**config.mk**
```make
export PLATFORM = sky130hd
export DESIGN_NAME = panel_timing_gen
export DESIGN_NICKNAME = d
export VERILOG_FILES = /design/src/rtl/ptg_pkg.sv /design/src/rtl/ptg_cfg.sv /design/src/rtl/ptg_count.sv /design/src/rtl/ptg_window.sv /design/src/rtl/panel_timing_gen.sv
export SDC_FILE = /design/constraint.sdc
export NUM_CORES = 1
export LEC_CHECK = 0
export BUFFER_PORTS_ARGS = -buffer_cell sky130_fd_sc_hd__clkbuf_2
export CAP_MARGIN = 20
export CELL_PAD_IN_SITES_DETAIL_PLACEMENT = 1
export CELL_PAD_IN_SITES_GLOBAL_PLACEMENT = 2
export CORE_MARGIN = 5
export CORE_UTILIZATION = 40
export CTS_CLUSTER_DIAMETER = 100
export DETAILED_ROUTE_END_ITERATION = 12
export PLACE_DENSITY = 0.72
export SLEW_MARGIN = 20
export SYNTH_ARGS = -nofsm -noshare
export SYNTH_HDL_FRONTEND = slang
export SYNTH_HIERARCHICAL = 1
export SYNTH_SLANG_ARGS = --single-unit
```
**constraint.sdc**
```tcl
create_clock -name clk -period 4.5 [get_ports clk]
set_input_delay 0.9 -clock clk [delete_from_list [all_inputs] [get_ports clk]]
set_output_delay 0.9 -clock clk [all_outputs]
set_load 0.05 [all_outputs]
```
**src/rtl/ptg_pkg.sv**
```systemverilog
package ptg_pkg;
  localparam int ADDR_W = 4;

  localparam logic [ADDR_W-1:0] A_CTRL  = 4'd0;
  localparam logic [ADDR_W-1:0] A_COLOR = 4'd1;
  localparam int                TIM_BASE = 2;

  // timing set: last pixel, last line, then 3 windows of 4 fields
  localparam int N_WIN     = 3;
  localparam int WIN_FIELDS = 4;
  localparam int N_TIM     = 2 + N_WIN * WIN_FIELDS;
  localparam int T_HMAX    = 0;
  localparam int T_VMAX    = 1;
  localparam int T_WIN0    = 2;

  localparam int W_DE = 0;
  localparam int W_HS = 1;
  localparam int W_VS = 2;

  localparam int CTRL_W    = 3;
  localparam int CTRL_RUN  = 0;
  localparam int CTRL_TEST = 1;
  localparam int CTRL_IRQ  = 2;
endpackage

```
**src/rtl/ptg_cfg.sv**
```systemverilog
module ptg_cfg
  import ptg_pkg::*;
#(
  parameter int TW = 12,
  parameter int PW = 24
) (
  input  logic                clk,
  input  logic                rst_n,
  input  logic                wr_en,
  input  logic [ADDR_W-1:0]   wr_addr,
  input  logic [PW-1:0]       wr_data,
  input  logic                commit,
  output logic [CTRL_W-1:0]   ctrl,
  output logic [PW-1:0]       color,
  output logic [TW-1:0]       act [N_TIM]
);
  logic [CTRL_W-1:0] ctrl_d;
  logic [PW-1:0]     color_d;
  logic [TW-1:0]     shd_q [N_TIM];
  logic [TW-1:0]     shd_d [N_TIM];
  logic [TW-1:0]     act_d [N_TIM];

  always_comb begin
    ctrl_d  = ctrl;
    color_d = color;
    shd_d   = shd_q;
    act_d   = act;
    if (commit) act_d = shd_q;
    if (wr_en) begin
      if (wr_addr == A_CTRL)  ctrl_d  = wr_data[CTRL_W-1:0];
      if (wr_addr == A_COLOR) color_d = wr_data;
      for (int i = 0; i < N_TIM; i++) begin
        if (wr_addr == ADDR_W'(i + TIM_BASE)) shd_d[i] = wr_data[TW-1:0];
      end
    end
  end

  always_ff @(posedge clk or negedge rst_n) begin
    if (!rst_n) begin
      ctrl  <= '0;
      color <= '0;
      for (int i = 0; i < N_TIM; i++) begin
        shd_q[i] <= '0;
        act[i]   <= '0;
      end
    end else begin
      ctrl  <= ctrl_d;
      color <= color_d;
      shd_q <= shd_d;
      act   <= act_d;
    end
  end
endmodule

```
**src/rtl/ptg_count.sv**
```systemverilog
module ptg_count #(
  parameter int TW = 12
) (
  input  logic          clk,
  input  logic          rst_n,
  input  logic          run,
  input  logic [TW-1:0] hmax,
  input  logic [TW-1:0] vmax,
  output logic [TW-1:0] h,
  output logic [TW-1:0] v,
  output logic          at_end
);
  logic          h_wrap;
  logic [TW-1:0] h_d;
  logic [TW-1:0] v_d;

  assign h_wrap = (h >= hmax);
  assign at_end = h_wrap && (v >= vmax);

  always_comb begin
    h_d = h;
    v_d = v;
    if (run) begin
      if (h_wrap) begin
        h_d = '0;
        v_d = (v >= vmax) ? '0 : v + TW'(1);
      end else begin
        h_d = h + TW'(1);
      end
    end
  end

  always_ff @(posedge clk or negedge rst_n) begin
    if (!rst_n) begin
      h <= '0;
      v <= '0;
    end else if (run) begin
      h <= h_d;
      v <= v_d;
    end
  end
endmodule

```
**src/rtl/ptg_window.sv**
```systemverilog
module ptg_window #(
  parameter int TW = 12
) (
  input  logic [TW-1:0] h,
  input  logic [TW-1:0] v,
  input  logic [TW-1:0] hs,
  input  logic [TW-1:0] he,
  input  logic [TW-1:0] vs,
  input  logic [TW-1:0] ve,
  output logic          hit
);
  logic h_ok;
  logic v_ok;

  always_comb begin
    if (hs < he)      h_ok = (h >= hs) && (h < he);
    else if (hs > he) h_ok = (h >= hs) || (h < he);
    else              h_ok = 1'b1;
    if (vs <= ve)     v_ok = (v >= vs) && (v <= ve);
    else              v_ok = (v > vs) || (v < ve);
    hit = h_ok && v_ok;
  end
endmodule

```
**src/rtl/panel_timing_gen.sv**
```systemverilog
module panel_timing_gen
  import ptg_pkg::*;
#(
  parameter int TW = 12,
  parameter int PW = 24
) (
  input  logic              clk,
  input  logic              rst_n,
  input  logic              cfg_we,
  input  logic [3:0]        cfg_addr,
  input  logic [PW-1:0]     cfg_wdata,
  input  logic [PW-1:0]     pix_i,
  output logic              de_o,
  output logic              hsync_o,
  output logic              vsync_o,
  output logic              line_irq_o,
  output logic [PW-1:0]     pix_o
);
  logic [CTRL_W-1:0] ctrl;
  logic [PW-1:0]     color;
  logic [TW-1:0]     act [N_TIM];
  logic              run;
  logic              test;
  logic              irq_en;
  logic              commit;
  logic              at_end;
  logic [TW-1:0]     cnt_h;
  logic [TW-1:0]     cnt_v;
  logic [N_WIN-1:0]  hit;

  logic              de_d, hs_d, vs_d, irq_d;
  logic [PW-1:0]     pix_d;

  assign run    = ctrl[CTRL_RUN];
  assign test   = ctrl[CTRL_TEST];
  assign irq_en = ctrl[CTRL_IRQ];
  assign commit = !run || at_end;

  ptg_cfg #(.TW(TW), .PW(PW)) u_cfg (
    .clk(clk), .rst_n(rst_n), .wr_en(cfg_we), .wr_addr(cfg_addr),
    .wr_data(cfg_wdata), .commit(commit), .ctrl(ctrl), .color(color), .act(act)
  );

  ptg_count #(.TW(TW)) u_cnt (
    .clk(clk), .rst_n(rst_n), .run(run), .hmax(act[T_HMAX]), .vmax(act[T_VMAX]),
    .h(cnt_h), .v(cnt_v), .at_end(at_end)
  );

  for (genvar k = 0; k < N_WIN; k++) begin : g_win
    ptg_window #(.TW(TW)) u_win (
      .h(cnt_h), .v(cnt_v),
      .hs(act[T_WIN0 + WIN_FIELDS*k + 0]),
      .he(act[T_WIN0 + WIN_FIELDS*k + 1]),
      .vs(act[T_WIN0 + WIN_FIELDS*k + 2]),
      .ve(act[T_WIN0 + WIN_FIELDS*k + 3]),
      .hit(hit[k])
    );
  end

  always_comb begin
    de_d  = run && hit[W_DE];
    hs_d  = run && hit[W_HS];
    vs_d  = run && hit[W_VS];
    irq_d = run && irq_en && at_end;
    pix_d = test ? color : pix_i;
  end

  always_ff @(posedge clk or negedge rst_n) begin
    if (!rst_n) begin
      de_o       <= 1'b0;
      hsync_o    <= 1'b0;
      vsync_o    <= 1'b0;
      line_irq_o <= 1'b0;
      pix_o      <= '0;
    end else begin
      de_o       <= de_d;
      hsync_o    <= hs_d;
      vsync_o    <= vs_d;
      line_irq_o <= irq_d;
      pix_o      <= pix_d;
    end
  end
endmodule

```
==> key figures <==
Worst setup path
  – Critical Path Fanout Max: 120
  – Critical path required time: 4.95 ns
  – Slowest stage delay, CP: 0.66 ns
  – Data arrival, critical path: 3.79 ns
  – Worst Reg-to-Reg Cells: 10
  – R2R Path Start: u_cnt/h[0]
  – FF-to-FF setup slack: around 1.2 ns
  – Slowest-stage cell, CP: a211oi_1
  – Setup crit end kind: register
  – Reg-to-reg critical path endpoint: u_cfg/act[4]
  – Worst Setup Start Kind: register
  – CP Cell Sequence: inv_1, ha_1, nand2b_1, a21oi_1, o21ai_1, a211oi_1, nor2_1, nand2b_4, buf_12, mux2_2
  – Critical path type: reg -> reg

Clocking
  – Clk sinks: ~420
  – Quantity of hold-fixing buffers added after cts: 0
  – Post-CTS Setup Inserts: 0
  – CTS clk-pin slew, worst paths: ~0.06 ns
  – Clock Latency Late Sink: 0.58 ns
  – # H-tree levels: 2
  – Root buf cell: clkbuf_16
  – Bufs on Longest Clock Path: 3
  – CTS tree: yes
  – Cts bufs inserted: 48
  – Post-CTS Resized: 0

Drt
  – Initial DRC Count: ~550
  – Via count: around 14000
  – Drt drc: 0
  – WL/cell: approximately 22 um
  – Total Wirelength: 56500 um
  – DR vias/cell: 5.36
  – Antenna-violating nets left: 0
  – Detailed Routing Iterations Pass 1: 4

STA
  – Setup TNS: 0 ns
  – Final critical-path required period: between 3 and 4 ns
  – Fin. Hold Viols: 0
  – Worst-margin pin slew: 1.02 ns
  – Final Cycle Share: between 70% and 80%
  – Setup Skew: 0.0231 ns
  – Slew Limit Fails: 0
  – Setup violations, final: 0
  – Maximum clock rate: 0.300 GHz
  – RSZ-0062 raised after global routing: no
  – Final worst setup slack: between 1 and 1.5 ns
  – Slew HR: 32.1%

Logic synthesis
  – Number of synthesized flops with an enable pin: 0
  – Post-synthesis cell count: 1751
  – Register area share after synthesis: a little under half
  – Post-Syn Nets: a little over 2000
  – Ys Warns: 6
  – Distinct cells, synth: 59
  – Post-synthesis register bit count: 415
  – Syn_area_per_cell: 12.5 um^2
  – Fraction of registers with async set/reset: 100%
  – Area of the mapped netlist: 21800 um^2
  – Main synth FF type: dfrtp_1

Cells and area
  – Proportion of layout cells with a drive suffix above 1: between 30% and 40%
  – Area delta synth->final: 12.8%
  – Layout Nets: 2142
  – # diodes: 0

Placed design
  – PortBufs: 82
  – DP Wirelength: approximately 40000 um
  – Pre-CTS setup slack: 1.17 ns
  – RePlAce Congestion: about 0.8

Global route
  – GRT overflow: 0
  – Total GRT Usage: 19.3%
  – Largest net degree at the start of global routing: around 120
  – Number of antenna violations at the first check in global routing: 5
  – Vias in the first global route: 15400
  – First-pass GRT wire length: around 90000 um

Die
  – Initial Utilization: 40.5%
  – Die Area: 59300 um^2
  – Die W: about 240 um
  – Die H: 244 um
  – Io pins: 83
  – Core box area: 53900 um^2
  – # rows: 85

Hold path
  – Worst Hold Class: in -> async

Power and ir drop
  – Max IR drop VDD: 0.404 mV
  – Pwr dens: 592 nW/um^2
  – P_leak: 0.0120 uW

Run
  – Total of max-cap violations: 0

Outcome
  – Status: finished clean
-- critical path, delay by kind of cell (launching register included) --
kind / cells / cell delay (ns)
fa+ha+maj: 1 / 0.28
flops: 1 / 0.47
mux: 1 / 0.39
compound gates: 3 / 0.91
simple gates: 3 / 0.55
buf+inv: 2 / 0.48
-- worst max-delay path by stage --
stage | end | slack (ns) | from
2_1_floorplan | u_cfg/act[100] | 1.81 | u_cnt/v[10]
3_3_place_gp | u_cfg/act[120] | 1.24 | u_cnt/h[5]
3_5_place_dp | u_cfg/act[25] | 1.17 | u_cnt/h[0]
4_1_cts | u_cfg/act[114] | 1.17 | u_cnt/h[0]
5_1_grt | u_cfg/act[113] | 0.94 | u_cnt/h[0]
6_report | u_cfg/act[4] | 1.16 | u_cnt/h[0]
-- power by group --
part           total, uW  leakage, uW  internal [uW]  switching, uW
registers           5630      0.00512           4850            785
clock network       3910     0.000777           2330           1580
logic               5040      0.00613           2330           2710
-- final cells by class --
type                            count  area, um^2
Clock buffer                       66        1390
Multi-Input combinational cell   1108       10500
Timing Repair Buffer              103         653
Clock inverter                     19         195
Fill cell                        5642       29300
Tap cell                          696         871
Sequential cell                   415       10400
Inverter                          172         646
-- cell usage in the layout (no fill, tap or decap), types with 5 or more instances in the layout --
cell / n
and3_1: 13
o21ai_1: 18
nand3_1: 19
mux2_2: 337
mux2_4: 50
xor2_1: 8
nand2_1: 48
a211oi_1: 13
nor2b_1: 24
and4_1: 13
o211ai_1: 12
clkbuf_16: 50
dfrtp_1: 415
ha_1: 239
a21oi_1: 81
a21o_1: 23
o21ai_0: 35
buf_4: 15
a22o_1: 11
buf_12: 6
inv_1: 172
nand4_1: 33
nor2_1: 37
nand2b_1: 9
clkbuf_1: 8
nor3_1: 15
clkbuf_8: 8
clkbuf_2: 81
clkinv_2: 10
and2_1: 5
-- logic make-up (layout without fill, tap and decap cells) --
logic type	count (synthesis)	in the layout	share of synthesized area, %
fa+ha+maj	239	239	13.7
buf+inv	228	360	4.45
flops	415	415	47.6
compound gates	233	233	7.03
xor+xnor	9	9	0.361
mux	391	391	21.0
simple gates	236	236	5.85
-- layer usage --
layer	part of all wire [%]	up-vias	wire length, um	global-route usage (%)
met1	47	7093	26600	27.4
met2	45	237	25600	30.8
met4	1.7	0	959	4.20
li1	-	6431	-	-
met5	0	-	0	0
met3	6.0	60	3390	3.81
-- sequential cells by signal (all words and copies together), names as in the netlist --
name / flops
hsync_o: 1
de_o: 1
vsync_o: 1
u_cfg/shd_q: 168
u_cfg/act: 168
line_irq_o: 1
u_cnt/v: 12
pix_o: 24
u_cfg/ctrl: 3
u_cnt/h: 12
u_cfg/color: 24
-- per-stage QoR --
step | util (%) | cell area (um^2) | power, uW | cells | hold WS [ns]
after floorplan | - | 21800 | 9150 | 1751 | 0.472
after global placement | 42.7 | 23000 | 10500 | 2494 | 0.480
after detailed placement | 42.7 | 23000 | 10800 | 2494 | 0.489
after CTS | 45.7 | 24600 | 14800 | 2579 | 0.428
after global routing | 45.7 | 24600 | 15700 | 2579 | 0.468
final | 45.7 | 24600 | 14600 | 2579 | 0.399
-- cells in the mapped netlist, drive strengths merged, types with 2 or more instances --
library cell  count  area [um^2]
clkbuf           15         56.3
and3             15         96.3
nand3b            3         26.3
nand2            48          180
a21o             23          173
nor3             15         75.1
nand4            33          206
and4             13          114
mux2i             4         40.0
o2bb2ai           2         17.5
a2111oi           6         65.1
o2111ai           3         26.3
dfrtp           415        10400
nand2b           10         62.6
nor2             41          156
a31oi             4         55.1
mux2            387         4550
a211o             4         35.0
a22o             11         96.3
o211ai           12         90.1
o211a             2         20.0
ha              239         2990
or3               6         47.5
a221oi            3         45.0
o31ai             3         22.5
nor2b            24          150
a211oi           15          123
buf              41          270
o21a              4         30.0
xor2              8         70.1
nand3            19         95.1
inv             172          646
o21ai            53          265
and2              5         31.3
o32ai             2         17.5
a21oi            81          405
Note: power is estimated with default switching activity, not from simulation.
